[src/rtl/fir_cluster.sv]
module fir_cluster #(
  parameter int NUM_UNITS   = 3,
  parameter int DATA_W      = 64,
  parameter int ADDR_W      = 8,
  parameter int STRIDE_LOG2 = 6
) (
  input  logic                        clk,
  input  logic                        rst_n,
  input  logic [NUM_UNITS*DATA_W-1:0] err_in,
  input  logic                        bus_valid,
  input  logic                        bus_write,
  input  logic [ADDR_W-1:0]           bus_addr,
  input  logic [DATA_W-1:0]           bus_wdata,
  output logic [DATA_W-1:0]           bus_rdata,
  output logic [NUM_UNITS-1:0]        chkstop_o,
  output logic [NUM_UNITS-1:0]        recov_o,
  output logic [NUM_UNITS-1:0]        unitcs_o,
  output logic [NUM_UNITS-1:0]        local_o
);
  localparam int UNIT_W = ADDR_W - STRIDE_LOG2;
  localparam logic [UNIT_W-1:0] SUM_UNIT = UNIT_W'(NUM_UNITS);
  localparam logic [DATA_W-1:0] ONES = '1;
  localparam logic [STRIDE_LOG2-1:0] OFF_FLT  = STRIDE_LOG2'(0);
  localparam logic [STRIDE_LOG2-1:0] OFF_AND  = STRIDE_LOG2'(1);
  localparam logic [STRIDE_LOG2-1:0] OFF_MSK  = STRIDE_LOG2'(3);
  localparam logic [STRIDE_LOG2-1:0] OFF_OR   = STRIDE_LOG2'(5);
  localparam logic [STRIDE_LOG2-1:0] OFF_ACT0 = STRIDE_LOG2'(6);
  localparam logic [STRIDE_LOG2-1:0] OFF_ACT1 = STRIDE_LOG2'(7);

  wire                   wr       = bus_valid & bus_write;
  wire [UNIT_W-1:0]      sel_unit = bus_addr[ADDR_W-1:STRIDE_LOG2];
  wire [STRIDE_LOG2-1:0] sel_off  = bus_addr[STRIDE_LOG2-1:0];

  logic [DATA_W-1:0] fault_w [NUM_UNITS];
  logic [DATA_W-1:0] mask_w  [NUM_UNITS];
  logic [DATA_W-1:0] act0_w  [NUM_UNITS];
  logic [DATA_W-1:0] act1_w  [NUM_UNITS];

  for (genvar u = 0; u < NUM_UNITS; u++) begin : g_unit
    logic [DATA_W-1:0] fault_q, mask_q, act0_q, act1_q, fault_next, live;
    logic              mpar_q, a0par_q, a1par_q;

    wire hit     = wr && (sel_unit == UNIT_W'(u));
    wire par_err = (^mask_q != mpar_q) | (^act0_q != a0par_q) | (^act1_q != a1par_q);

    always_comb begin
      fault_next = fault_q;
      if (hit && sel_off == OFF_FLT)      fault_next = bus_wdata;
      else if (hit && sel_off == OFF_AND) fault_next = fault_q & bus_wdata;
      fault_next = fault_next | err_in[u*DATA_W +: DATA_W] | {par_err, {(DATA_W-1){1'b0}}};
    end

    always_ff @(posedge clk) begin
      if (!rst_n) begin
        fault_q <= '0;
        mask_q  <= ONES;
        act0_q  <= '0;
        act1_q  <= '0;
        mpar_q  <= ^ONES;
        a0par_q <= 1'b0;
        a1par_q <= 1'b0;
      end else begin
        fault_q <= fault_next;
        if (hit && sel_off == OFF_MSK) begin
          mask_q <= bus_wdata;
          mpar_q <= ^bus_wdata;
        end else if (hit && sel_off == OFF_OR) begin
          mask_q <= mask_q | bus_wdata;
          mpar_q <= ^(mask_q | bus_wdata);
        end
        if (hit && sel_off == OFF_ACT0) begin
          act0_q  <= bus_wdata;
          a0par_q <= ^bus_wdata;
        end
        if (hit && sel_off == OFF_ACT1) begin
          act1_q  <= bus_wdata;
          a1par_q <= ^bus_wdata;
        end
      end
    end

    assign live = fault_q & ~mask_q;

    always_ff @(posedge clk) begin
      if (!rst_n) begin
        chkstop_o[u] <= 1'b0;
        recov_o[u]   <= 1'b0;
        unitcs_o[u]  <= 1'b0;
        local_o[u]   <= 1'b0;
      end else begin
        chkstop_o[u] <= |(live & ~act0_q & ~act1_q);
        recov_o[u]   <= |(live & ~act0_q &  act1_q);
        unitcs_o[u]  <= |(live &  act0_q &  act1_q);
        local_o[u]   <= |(live &  act0_q & ~act1_q);
      end
    end

    assign fault_w[u] = fault_q;
    assign mask_w[u]  = mask_q;
    assign act0_w[u]  = act0_q;
    assign act1_w[u]  = act1_q;
  end

  always_comb begin
    bus_rdata = '0;
    for (int u = 0; u < NUM_UNITS; u++) begin
      if (sel_unit == UNIT_W'(u)) begin
        case (sel_off)
          OFF_FLT, OFF_AND: bus_rdata = fault_w[u];
          OFF_MSK, OFF_OR:  bus_rdata = mask_w[u];
          OFF_ACT0:         bus_rdata = act0_w[u];
          OFF_ACT1:         bus_rdata = act1_w[u];
          default:          bus_rdata = '0;
        endcase
      end
    end
    if (sel_unit == SUM_UNIT) begin
      case (sel_off)
        STRIDE_LOG2'(0): bus_rdata = DATA_W'(chkstop_o);
        STRIDE_LOG2'(1): bus_rdata = DATA_W'(recov_o);
        STRIDE_LOG2'(2): bus_rdata = DATA_W'(unitcs_o);
        STRIDE_LOG2'(3): bus_rdata = DATA_W'(local_o);
        default:         bus_rdata = '0;
      endcase
    end
  end
endmodule


[config.mk]
export PLATFORM = sky130hd
export DESIGN_NAME = fir_cluster
export DESIGN_NICKNAME = d
export VERILOG_FILES = /design/src/rtl/fir_cluster.sv
export SDC_FILE = /design/constraint.sdc
export NUM_CORES = 2
export LEC_CHECK = 0
export BUFFER_PORTS_ARGS = -buffer_cell sky130_fd_sc_hd__buf_2
export CORE_ASPECT_RATIO = 0.75
export CORE_MARGIN = 3
export CORE_UTILIZATION = 25
export CTS_CLUSTER_DIAMETER = 100
export DETAILED_ROUTE_END_ITERATION = 6
export MAX_ROUTING_LAYER = met4
export PLACE_DENSITY_LB_ADDON = 0.25
export SKIP_CTS_REPAIR_TIMING = 1
export SLEW_MARGIN = 20
export SYNTH_ARGS = -nofsm -noshare
export SYNTH_HDL_FRONTEND = slang
export SYNTH_SLANG_ARGS = --single-unit
[constraint.sdc]
create_clock -name clk -period 2.3 [get_ports clk]
set_input_delay 0 -clock clk [delete_from_list [all_inputs] [get_ports clk]]
set_output_delay 0 -clock clk [all_outputs]
set_load 0.01 [all_outputs]
# Word-level counts from Yosys, hierarchy flattened
# Cells that the tools add are included.
[totals] word_cells=179 output_inout_bits=76 input_bits=268 register_bits=789
[classes] reduce_logical=53 muxes=26 eq_ne=18 bitwise_logic=49
[op_table] operator="$and A64 B64 Y64" count=24
[op_table] operator="$mux W64" count=16
[op_table] operator="$reduce_xor A64 Y1" count=13
[op_table] operator="$pmux W64 S4" count=3
[op_table] operator="$reduce_or A64 Y1" count=12
[op_table] operator="$not A64 Y64" count=9
[op_table] operator="$or A64 B64 Y64" count=9
[op_table] operator="$logic_and A1 B1 Y1" count=21
[op_table] operator="$eq A6 B3 Y1 const B" count=3
[op_table] operator="$eq A6 B2 Y1 const B" count=2
[op_table] operator="$pmux W3 S4" count=1
[op_table] operator="$ne A1 B1 Y1" count=9
[op_table] operator="$eq A6 B1 Y1 const B" count=1
[op_table] operator="$logic_not A6 Y1" count=1
[op_table] operator="$mux W1" count=6
[op_table] operator="$or A1 B1 Y1" count=6
[op_table] operator="$reduce_bool A2 Y1" count=3
[op_table] operator="$eq A2 B2 Y1 const B" count=2
[op_table] operator="$reduce_or A2 Y1" count=2
[op_table] operator="$eq A2 B1 Y1 const B" count=1
[op_table] operator="$logic_not A2 Y1" count=1
[op_table] operator="$and A1 B1 Y1" count=1

# Longest topological paths before layout
[logic_depth] ltp_word=7 depth_mapped=12 depth_no_buf=9

# Least setup slack after synthesis
# OpenSTA, ideal clock, no wires.
[synth_timing] path_type="register to register" startpoint="reg g_unit[1].mask_q[49]" endpoint="reg chkstop_o[1]" setup_time_ns=0.128 required_time_ns=2.172 slack_ns=0.432 period_less_slack_ns=1.868 path_buffers=0 stages_incl_launch_ff=8 arrival_time_ns=1.741 cell_sequence="dfxtp_1 -> nor3b_1 -> nor2b_1 -> or4_1 -> a2111oi_0 -> nand4_1 -> nor3_1 -> nor2_1"
[synth_between] elab_chain_len=5
[synth_rtl] element="from (decl)" line_no="40" text="logic [DATA_W-1:0] fault_q, mask_q, act0_q, act1_q, fault_next, live;"
[synth_rtl] element="from (signal assigned)" line_no="65" text="mask_q <= bus_wdata;"
[synth_rtl] element="from (signal assigned)" line_no="68" text="mask_q <= mask_q | bus_wdata;"
[synth_rtl] element="$not A64 Y64" line_no="82" text="assign live = fault_q & ~mask_q;"
[synth_rtl] element="$and A64 B64 Y64" line_no="82"
[synth_rtl] element="$and A64 B64 Y64 (2 in series)" line_no="91" text="chkstop_o[u] <= |(live & ~act0_q & ~act1_q);"
[synth_rtl] element="$reduce_or A64 Y1" line_no="91"
[synth_rtl] element="to (signal, indexed assignment)" line_no="91"
[synth_rtl] element="to (decl)" line_no="15" text="output logic [NUM_UNITS-1:0] chkstop_o,"
# Every way passes these cells.
# A chain may end at the register's enable or synchronous reset.

# Worst setup path in the final report
[layout_timing] startpoint="in bus_addr[4]" endpoint="out bus_rdata[25]"
[layout_between] elab_chain_len=7 word_cells_on_any_way=15 classes_between="eq/ne: 5; mux: 7; reduce/logical: 3"
[layout_rtl] element="from (decl)" line_no="12" text="input logic [ADDR_W-1:0] bus_addr,"
[layout_rtl] element="$eq A6 B3 Y1 (tied with other cells)" line_no="108" text="case (sel_off)"
[layout_rtl] element="$reduce_or A2 Y1" line_no="108"
[layout_rtl] element="$pmux W64 S4" line_no="108"
[layout_rtl] element="$mux W64 (2 in series)" line_no="107" text="if (sel_unit == UNIT_W'(u)) begin"
[layout_rtl] element="$mux W64 (*)" line_no="107"
[layout_rtl] element="$mux W64 (*)" line_no="117" text="if (sel_unit == SUM_UNIT) begin"
[layout_rtl] element="to (decl)" line_no="14" text="output logic [DATA_W-1:0] bus_rdata,"
# Mark *: on every way between the ends. The rest lies on a longest branch, timed or not.

==> summary.md <==
| Metric | Value |
|---|---|
| Status | finished, violations left |
| Failing checks | DRC, setup timing |
| Cell-internal power | 26.5 mW |
| Die X | 521 um |
| DRC marker count from the first detailed-route iteration | 10100 |
| First-pass GRT wire length | 540000 um |
| Avg WL per Cell | 38.9 um |
| Synth Flop Type | dfxtp_1 |
| Yosys warns | 0 |
| Die Ht | 392 um |
| Input/output buffers | 343 |
| Slew margin rel. | ~18% |
| Sequential share of power | 37.1% |
| Ratio of cells with drive above 1 in the final layout | 36.1% |
| Pin count of the biggest net entering global routing | 100 |
| Net Sw Frac | 30.7% |
| Skew-Pair Late Insertion Delay | slightly below 0.8 ns |
| Critical Path RT | 2.30 ns |
| Clk slew on worst S/H paths | 0.07 ns |
| Final Max Slew Viols | 0 |
| H-tree lvl count | 3 |
| Routed WL | around 430000 um |
| Routability cong. | 1.08 |
| FF+latch area | between 0.015 and 0.02 mm^2 |
| Initial antenna violation count | 29 |
| Mapped Nets | between 6000 and 7000 |
| P&R area growth vs syn | 60.7% |
| Final #Nets | 8579 |
| Worst VDD drop | 0.736 mV |
| Max Buffers Root-to-Sink | 3 |
| Setup Skew | between 0.04 and 0.05 ns |
| Final worst slack | -0.244 ns |
| # DRC | 1 |
| CTS buffer count | between 90 and 100 |
| CTS tree | yes |
| Netlist cell types | 62 |
| Crit path kind | input port to primary output |
| Combinational Power Share | about 16% |
| Total Routing Usage GR | 40.4% |
| Setup WS pre-CTS | -0.843 ns |
| Crit path launch type | input port |
| CP Capture Type | primary output |
| Final hold vios | 0 |
| Number of synthesized flops with an enable pin | 0 |
| Die area | 0.204 mm^2 |
| Core box area | 0.197 mm^2 |
| Avg Cell Area, Syn | ~7.6 um^2 |
| Synthesized flop and latch total | between 700 and 800 |
| Clock power frac | 46.5% |
| Worst Max-Slew Pin Slew | between 1 and 1.5 ns |
| Clock sink total | 789 |
| Sequential area share after synthesis | 31.8% |
| Overflow after GRT | 0 |
| Via count | ~64000 |
| Post-DP HPWL | between 300000 and 400000 um |
| Post-route ant nets | 0 |
| Post-layout min period | 2.54 ns |
| Period utilization | 111% |
| Max Cap Viol | 0 |
| Mapped cell area | 0.0497 mm^2 |
| Num rows | 141 |
| Fmax | 393 MHz |
| Cell Pwr Density | 479 mW/mm^2 |
| Vias in the first global route | ~56000 |
| Asr flop ratio synth | 0% |
| CP max FO | 6 |
| Initial Util | roughly 25% |
| CTS root buffer | clkbuf_16 |
| Fillers | ~20000 |
| Final count of negative-setup-slack endpoints | 59 |
| LEAKAGE | 30.8 nW |
| Switching power | 11.7 mW |
| DRT Pass-1 Iters | 7 |
| Final Power | 38.2 mW |
| Mapped Cells | 6572 |
| Via density | ~5.8 |
| Worst min path class | input port to register |
| IO Pins | approximately 340 |
| RSZ-0062 raised after global routing | true |
| Worst EP arrival | 2.54 ns |
| Footprint of the multi-input gates | 0.0343 mm^2 |
[final timing paths]
path                                           from                                end  slack, ns  cells past startpoint
hold reg to reg   g_unit[0].act1_q[60]$_SDFFE_PN0P_  g_unit[0].act1_q[60]$_SDFFE_PN0P_       0.49                      2
setup reg to reg    g_unit[1].fault_q[0]$_SDFF_PN0_              local_o[1]$_SDFF_PN0_      -0.11                      9
setup / recovery                        bus_addr[4]                      bus_rdata[25]      -0.24                     15
hold / removal                          bus_addr[0]   g_unit[1].fault_q[63]$_SDFF_PN0_      0.008                      5
[layout make-up]
cell class | count | area share, %
antenna | 22 | 0.0689
clock buffer | 131 | 3.49
clock inverter | 55 | 0.905
inverter | 243 | 1.17
multi-input combinational | 4785 | 43.0
sequential | 789 | 20.2
tap | 2645 | 4.14
timing repair buffer | 2393 | 27.0
[per-stage QoR]
step / instances / TNS [ns] / instance area [um^2] / hold slack [ns] / utilization [%]
finish: 11100 / -5.20 / 79900 / 0.00759 / 40.5
global route: 11100 / -7.07 / 79800 / -0.00214 / 40.5
floorplan: 6572 / 0 / 49700 / 0.128 / -
global placement: 10400 / -47.43 / 66200 / 0.235 / 33.6
detailed placement: 10400 / -48.01 / 66200 / 0.240 / 33.6
CTS: 10600 / -36.03 / 69700 / -0.582 / 35.3
[layer usage]
metal	vias up	track usage, %	part of all wire (%)
met5	-	-	0
met4	0	19.0	6.1
met3	873	9.80	11
met2	4499	55.1	40
met1	32200	55.3	43
li1	26600	-	-
[layout by cell type (no fill, tap or decap), types with 39 or more instances in the layout]
cell type / n
nor2_1: 280
dlygate4sd3_1: 298
a21oi_1: 609
xnor2_1: 625
nor4bb_1: 64
nor4b_1: 90
dfxtp_1: 587
buf_2: 303
nand2_1: 1096
buf_6: 135
nor3_1: 64
a221o_1: 236
nand3_1: 145
a221oi_2: 75
a22oi_1: 52
buf_4: 1415
inv_1: 235
nand3b_1: 65
o211ai_1: 39
buf_12: 187
dfxtp_4: 48
nand2b_1: 50
nand4b_1: 52
nor3b_1: 73
clkbuf_16: 125
xor2_1: 103
o22ai_1: 266
xnor2_2: 73
nor4_1: 52
nor2b_1: 83
dfxtp_2: 154
a221oi_4: 61
[worst max-delay path: stages]
cell	delay (ns)
buf_8	0.10
nor3_4	0.25
buf_6	0.17
nand2_4	0.07
nor3b_4	0.24
buf_6	0.14
buf_12	0.16
buf_16	0.15
buf_4	0.11
a22oi_2	0.06
nand3b_1	0.30
buf_6	0.18
a21oi_4	0.06
nor3_4	0.36
buf_6	0.17
[cells by family (layout without fill, tap and decap cells)]
group | after synthesis | after routing | synth area share [%]
other | 0 | 22 | 0
AND/OR/NAND/NOR | 2408 | 2408 | 24.2
multiplexers | 3 | 3 | 0.136
flip-flops | 789 | 789 | 31.8
XOR/XNOR | 829 | 829 | 14.6
AO/OA/AOI/OAI | 1545 | 1545 | 21.1
buffers and inverters | 998 | 2822 | 8.20
[synthesized netlist by cell type (65+ instances only)]
cell	n	area share, %
nor2b_1	88	1.1
clkbuf_1	532	4.0
nand2_1	1128	8.5
nor3b_1	77	1.2
xnor2_1	709	12
a22oi_1	66	1.0
buf_2	139	1.4
nand3_1	169	1.7
nor2_1	336	2.5
nand3b_1	65	0.98
a21oi_1	634	6.4
dfxtp_1	789	32
xor2_1	120	2.1
a221o_1	236	4.8
o22ai_1	270	3.4
a221oi_1	166	2.9
nor4_1	108	1.4
nor3_1	80	0.81
nor4bb_1	68	1.4
nor4b_1	97	1.7
inv_1	242	1.8
[sequential cells by signal, summed over array words and instances, names as in the netlist]
name / count
g_unit.act0_q: 192
g_unit.a1par_q: 3
g_unit.mpar_q: 3
g_unit.mask_q: 192
unitcs_o: 3
g_unit.fault_q: 192
recov_o: 3
local_o: 3
g_unit.act1_q: 192
g_unit.a0par_q: 3
chkstop_o: 3
[power groups by stage]
stage | Combinational, mW | Sequential (mW) | Clock, mW
detailed placement | 5.09 | 14.5 | 0
floorplan | 1.70 | 14.4 | 0
global placement | 5.08 | 14.5 | 0
global route | 6.23 | 14.2 | 18.3
CTS | 5.11 | 14.2 | 17.8
finish | 6.28 | 14.2 | 17.8
Power figures use the tool's default switching activity.
